File: config.mk
export PLATFORM = sky130hd
export DESIGN_NAME = spi_gap_master
export DESIGN_NICKNAME = d
export VERILOG_FILES = /design/src/rtl/spi_gap_pkg.sv /design/src/rtl/spi_gap_timer.sv /design/src/rtl/spi_half_tick.sv /design/src/rtl/spi_frame_engine.sv /design/src/rtl/spi_gap_master.sv
export SDC_FILE = /design/constraint.sdc
export NUM_CORES = 1
export LEC_CHECK = 0
export BUFFER_PORTS_ARGS = -buffer_cell sky130_fd_sc_hd__buf_2
export CORE_MARGIN = 4
export CORE_UTILIZATION = 40
export CTS_CLUSTER_SIZE = 14
export DETAILED_ROUTE_END_ITERATION = 12
export GPL_TIMING_DRIVEN = 0
export HOLD_SLACK_MARGIN = 0.12
export SYNTH_ARGS = -nofsm -noshare
export SYNTH_HDL_FRONTEND = slang
export SYNTH_SLANG_ARGS = --single-unit
File: constraint.sdc
create_clock -name clk -period 6.8 [get_ports clk]
set_input_delay 1.02 -clock clk [delete_from_list [all_inputs] [get_ports clk]]
set_output_delay 1.02 -clock clk [all_outputs]
set_load 0.005 [all_outputs]
File: src/rtl/spi_gap_pkg.sv
package spi_gap_pkg;

  localparam int ADDR_W  = 7;
  localparam int DATA_W  = 8;
  localparam int FRAME_W = 1 + ADDR_W + DATA_W;

  typedef enum logic [1:0] {
    ENG_IDLE  = 2'd0,
    ENG_SHIFT = 2'd1,
    ENG_TAIL  = 2'd2
  } eng_state_t;

  // Addresses whose access needs the long idle gap before chip select falls.
  function automatic logic addr_guarded(input logic [ADDR_W-1:0] a);
    return ((a >= ADDR_W'(8'h12)) && (a <= ADDR_W'(8'h19))) || (a == ADDR_W'(8'h1F));
  endfunction

  // Serial frame: read flag, address, then data (zero for reads).
  function automatic logic [FRAME_W-1:0] build_frame(input logic rd,
                                                     input logic [ADDR_W-1:0] a,
                                                     input logic [DATA_W-1:0] wd);
    return {rd, a, (rd ? {DATA_W{1'b0}} : wd)};
  endfunction

  // Guard time in clock cycles: kHz * us / 1000.
  function automatic int guard_cycles(input int clk_khz, input int guard_us);
    return (clk_khz * guard_us) / 1000;
  endfunction

endpackage

File: src/rtl/spi_gap_timer.sv
module spi_gap_timer #(
  parameter int LONG_GAP  = 40,
  parameter int SHORT_GAP = 4
) (
  input  logic clk,
  input  logic rst_n,
  input  logic csn,
  input  logic guarded,
  output logic gap_ok
);
  localparam int SAT = (LONG_GAP > SHORT_GAP) ? LONG_GAP : SHORT_GAP;
  localparam int CW  = $clog2(SAT + 1) + 1;

  // hi_cnt = number of cycles chip select has been high, including this one.
  logic [CW-1:0] hi_cnt;
  logic [CW-1:0] need;

  always_ff @(posedge clk or negedge rst_n) begin
    if (!rst_n)                  hi_cnt <= CW'(SAT);
    else if (!csn)               hi_cnt <= CW'(1);
    else if (hi_cnt < CW'(SAT))  hi_cnt <= hi_cnt + CW'(1);
  end

  assign need   = guarded ? CW'(LONG_GAP) : CW'(SHORT_GAP);
  assign gap_ok = csn && (hi_cnt >= need);

endmodule

File: src/rtl/spi_half_tick.sv
module spi_half_tick #(
  parameter int HALF_DIV = 2
) (
  input  logic clk,
  input  logic rst_n,
  input  logic run,
  output logic tick
);
  localparam int CW = (HALF_DIV > 1) ? $clog2(HALF_DIV) : 1;

  logic [CW-1:0] cnt;

  assign tick = run && (cnt == CW'(HALF_DIV - 1));

  always_ff @(posedge clk or negedge rst_n) begin
    if (!rst_n)      cnt <= '0;
    else if (!run)   cnt <= '0;
    else if (tick)   cnt <= '0;
    else             cnt <= cnt + CW'(1);
  end

endmodule

File: src/rtl/spi_frame_engine.sv
module spi_frame_engine
  import spi_gap_pkg::*;
(
  input  logic               clk,
  input  logic               rst_n,
  input  logic               start,
  input  logic [FRAME_W-1:0] frame_in,
  input  logic               tick,
  input  logic               miso,
  output logic               csn,
  output logic               sclk,
  output logic               mosi,
  output logic               run,
  output logic               done,
  output logic [DATA_W-1:0]  rdata
);
  localparam int BW = $clog2(FRAME_W);

  eng_state_t         state;
  logic [FRAME_W-1:0] tx_sh;
  logic [DATA_W-1:0]  rx_sh;
  logic [BW-1:0]      bit_cnt;

  assign run  = (state != ENG_IDLE);
  assign mosi = tx_sh[FRAME_W-1];

  always_ff @(posedge clk or negedge rst_n) begin
    if (!rst_n) begin
      state   <= ENG_IDLE;
      tx_sh   <= '0;
      rx_sh   <= '0;
      bit_cnt <= '0;
      csn     <= 1'b1;
      sclk    <= 1'b0;
      done    <= 1'b0;
      rdata   <= '0;
    end else begin
      done <= 1'b0;
      unique case (state)
        ENG_IDLE: begin
          if (start) begin
            tx_sh   <= frame_in;
            bit_cnt <= '0;
            csn     <= 1'b0;
            state   <= ENG_SHIFT;
          end
        end
        ENG_SHIFT: begin
          if (tick) begin
            if (!sclk) begin
              sclk  <= 1'b1;
              rx_sh <= {rx_sh[DATA_W-2:0], miso};
            end else begin
              sclk  <= 1'b0;
              tx_sh <= tx_sh << 1;
              if (bit_cnt == BW'(FRAME_W - 1)) state <= ENG_TAIL;
              else                             bit_cnt <= bit_cnt + BW'(1);
            end
          end
        end
        ENG_TAIL: begin
          if (tick) begin
            csn   <= 1'b1;
            done  <= 1'b1;
            rdata <= rx_sh;
            state <= ENG_IDLE;
          end
        end
        default: state <= ENG_IDLE;
      endcase
    end
  end

endmodule

File: src/rtl/spi_gap_master.sv
module spi_gap_master
  import spi_gap_pkg::*;
#(
  parameter int CLK_KHZ   = 250000,
  parameter int GUARD_US  = 500,
  parameter int SHORT_GAP = 4,
  parameter int HALF_DIV  = 2
) (
  input  logic              clk,
  input  logic              rst_n,
  input  logic              cmd_valid,
  output logic              cmd_ready,
  input  logic              cmd_read,
  input  logic [ADDR_W-1:0] cmd_addr,
  input  logic [DATA_W-1:0] cmd_wdata,
  output logic              rsp_valid,
  output logic [DATA_W-1:0] rsp_rdata,
  output logic              spi_csn,
  output logic              spi_sclk,
  output logic              spi_mosi,
  input  logic              spi_miso
);
  localparam int LONG_GAP = guard_cycles(CLK_KHZ, GUARD_US);

  // Named internal events, visible to the bound checker.
  logic guarded_req;
  logic gap_ok;
  logic eng_run;
  logic half_tick;
  logic frame_start;
  logic frame_done;
  logic [FRAME_W-1:0] frame_word;

  assign guarded_req = addr_guarded(cmd_addr);
  assign cmd_ready   = !eng_run && gap_ok;
  assign frame_start = cmd_valid && cmd_ready;
  assign frame_word  = build_frame(cmd_read, cmd_addr, cmd_wdata);
  assign rsp_valid   = frame_done;

  spi_gap_timer #(
    .LONG_GAP  (LONG_GAP),
    .SHORT_GAP (SHORT_GAP)
  ) u_timer (
    .clk     (clk),
    .rst_n   (rst_n),
    .csn     (spi_csn),
    .guarded (guarded_req),
    .gap_ok  (gap_ok)
  );

  spi_half_tick #(
    .HALF_DIV (HALF_DIV)
  ) u_tick (
    .clk   (clk),
    .rst_n (rst_n),
    .run   (eng_run),
    .tick  (half_tick)
  );

  spi_frame_engine u_engine (
    .clk      (clk),
    .rst_n    (rst_n),
    .start    (frame_start),
    .frame_in (frame_word),
    .tick     (half_tick),
    .miso     (spi_miso),
    .csn      (spi_csn),
    .sclk     (spi_sclk),
    .mosi     (spi_mosi),
    .run      (eng_run),
    .done     (frame_done),
    .rdata    (rsp_rdata)
  );

endmodule

==> metrics.yaml <==
fp.dieArea_um2: 9130
worst_pin_slew_ns: 0.756
synth.cell_area_um2: 3060
portBuffers: 31
drt_wl_total_mm: 6.13
seqCellArea_um2: 1510
setup-violations-final: 0
firstDrtPassIters: 4
power.total_mw: 0.691
hold_class: "reg -> reg"
grt_pass1_vias: 2311
crit_arrival_ns: 3.56
routed-wl-met3_um: 297
multi_input_comb_area_um2: 1440
io_pins: 33
final_layout_size_suffix_gt1_share_pct: 24.6
period_needed_ns: 4.58
fmax_ghz: 0.218
core_um2: 7330
synthCells: 296
worst_setup_path_end_kind: "primary output"
dpl_worst_slack_ns: 2.25
ys.warnings.count: 0
gp_congestion: 0.876
drv_slew: 0
synthArstFlopShare_pct: 100
start_kind: "input port"
synth_edf_count: 0
vias: 2257
clk_pin_slew_worst_paths_ns: 0.06
max_stage_delay_ns: 0.76
tns_ns: 0
grt_setup_unrepaired: "false"
nNetsFinal: 369
grt-ovfl-total: 0
finalCritPeriodShare_pct: 67.3
synth_cell_types: 42
antenna_found_initial: 0
fin_util_pct: 48.2
critPathMaxFanout: 8
initial_core_util_pct: 41.8
drt-initial-drc-count: 48
cts_buffers: 9
fillCellCount: 722
p_leak_nw: 1.66
clock-root-buffer: "clkbuf_8"
highest-signal-layer: "met4"
area_delta_synth_final_pct: 15.4
rows: 31
cts_hold_buf: 0
cts_setup_buffers: 0
cpMaxStageDelayCell: "or4b_2"
grt_start_max_net_pins: 61
power_density_nw_per_um2: 195
worst-setup-path-type: "in -> out"
drcViolationCount: 0
peakVddDrop_uv: 107
final_area_um2: 3540
htreeDepth: 3
worstPathCellList: "buf_2, nor2_1, o21ai_0, a21oi_1, or4b_2, ha_1, nor4_1, o31ai_1, a31oi_1, nor2_1, o311a_1, buf_2"
run_status: "finished, final reports clean"
synthFlopType: "dfrtp_1"
dpl_cell_area_um2: 3340
grt_pass1_wl_mm: 10.6
die_w_um: 95.5
met2_length_mm: 2.91
die_h_um: 95.5
synth_area_per_cell_um2: 10.4
max_slew_margin_pct: 49.6
insertion_delay_ns: 0.33
ys_seq_area_share_pct: 49.3
cts_buffer_depth: 2
cts_tree: "done"
hold_viol_final: 0
grtUsageTotal_pct: 14.7
fin_skew_ns: 0.0112
viasPerCell: 5.12
met1_length_mm: 2.89
post_cts_resize_count: 0
required_ns: 5.78
place_hpwl_mm: 4.20
ys_ff_latch: 60
syn_nets: 327
ant_nets: 0
setup_ws_ns: 2.22
cts_sinks: 60
maxCapViolations: 0
routedWlPerCell_um: 13.9
antennaDiodeCount: 0
## power breakdown
group | switching, mW | internal, mW | total [mW]
sequential | 0.00169 | 0.359 | 0.361
clock | 0.142 | 0.167 | 0.308
combinational | 0.0125 | 0.00845 | 0.0209
total | 0.156 | 0.535 | 0.691
## cells in the final DEF (no fill, tap or decap), types with 2 or more instances in the layout
master,count
dfrtp_1,52
nand2_1,42
buf_2,30
mux2_2,23
nor2_1,19
inv_1,18
a21oi_1,12
xnor2_1,12
ha_1,11
clkbuf_8,9
nor3b_1,8
mux2i_1,8
dfstp_2,8
nand3_1,7
o21ai_0,7
nor3_1,7
clkbuf_1,7
nand4_1,5
nor4_1,5
or3_1,5
and2_1,4
a21o_1,3
and3_1,3
xor2_1,3
clkinvlp_4,3
or4_1,2
o31ai_1,2
a31oi_1,2
a2111oi_0,2
a211o_1,2
nand3b_1,2
mux2_4,2
## worst max-delay path, delay by kind of cell
kind	cells	cell delay, ns
simple gates	4	1.07
buf+inv	2	0.23
compound gates	5	0.98
fa+ha+maj	1	0.25
## state kept, by name, indices dropped and copies added, names as in the netlist
signal / count
u_timer.hi_cnt: 18
u_engine.tx_sh: 16
u_engine.rdata: 8
u_engine.rx_sh: 8
u_engine.bit_cnt: 4
u_engine.state: 2
u_engine.csn: 1
u_engine.done: 1
u_engine.sclk: 1
u_tick.cnt: 1
## metrics by stage
| stage | hold slack, ns | cells |
|---|---|---|
| finish | 0.464 | 441 |
| detailed placement | 0.452 | 426 |
| CTS | 0.468 | 441 |
| floorplan | 0.435 | 296 |
| global route | 0.492 | 441 |
| global placement | 0.450 | 426 |
## cell type report
class	count	share of cell area (%)
clock inverters	6	1.88
plain buffers	8	1.06
flip-flops and latches	60	42.7
multi-input cells	209	40.8
inverters	19	2.02
clock buffers	9	3.50
well taps	99	3.50
repair buffers	31	4.46
## logic make-up (layout without fill, tap and decap cells)
kind of cell | Yosys count | after routing | share of synthesized area, %
xor gates and xnor gates | 15 | 15 | 4.29
and+or+nand+nor | 114 | 114 | 18.4
adders and majority gates | 11 | 11 | 4.49
AOI/OAI and AO/OA | 36 | 36 | 7.88
DFF | 60 | 60 | 49.3
muxes | 33 | 33 | 12.0
buffers and inverters | 27 | 73 | 3.55
## worst paths after layout
kind | startpoint | to | slack, ns | cells after the start
max | cmd_addr[2] | cmd_ready | 2.22 | 12
min | u_engine.rx_sh[7] | u_engine.rdata[7] | 0.46 | 2
max reg2reg | u_timer.hi_cnt[15] | u_engine.tx_sh[15] | 4.04 | 8
min reg2reg | u_engine.rx_sh[7] | u_engine.rdata[7] | 0.46 | 2
max in group asynchronous | rst_n | u_engine.rx_sh[7] | 5.54 | 1
min in group asynchronous | rst_n | u_timer.hi_cnt[7] | 0.75 | 1
## synthesized netlist by cell type (8+ instances only)
library cell | n | area (um2)
nor2_1 | 19 | 71.3
nor3b_1 | 8 | 60.1
nand2_1 | 42 | 158
dfstp_2 | 8 | 210
xnor2_1 | 12 | 105
inv_1 | 18 | 67.6
ha_1 | 11 | 138
a21oi_1 | 12 | 60.1
mux2_2 | 23 | 259
mux2i_1 | 8 | 80.1
dfrtp_1 | 52 | 1300
## routing by layer
metal	GRT usage, %	vias up
li1	-	1117
met1	19.2	1095
met2	23.5	43
met3	4.66	2
met4	4.27	0
met5	0	-
Power figures use the tool's default switching activity.
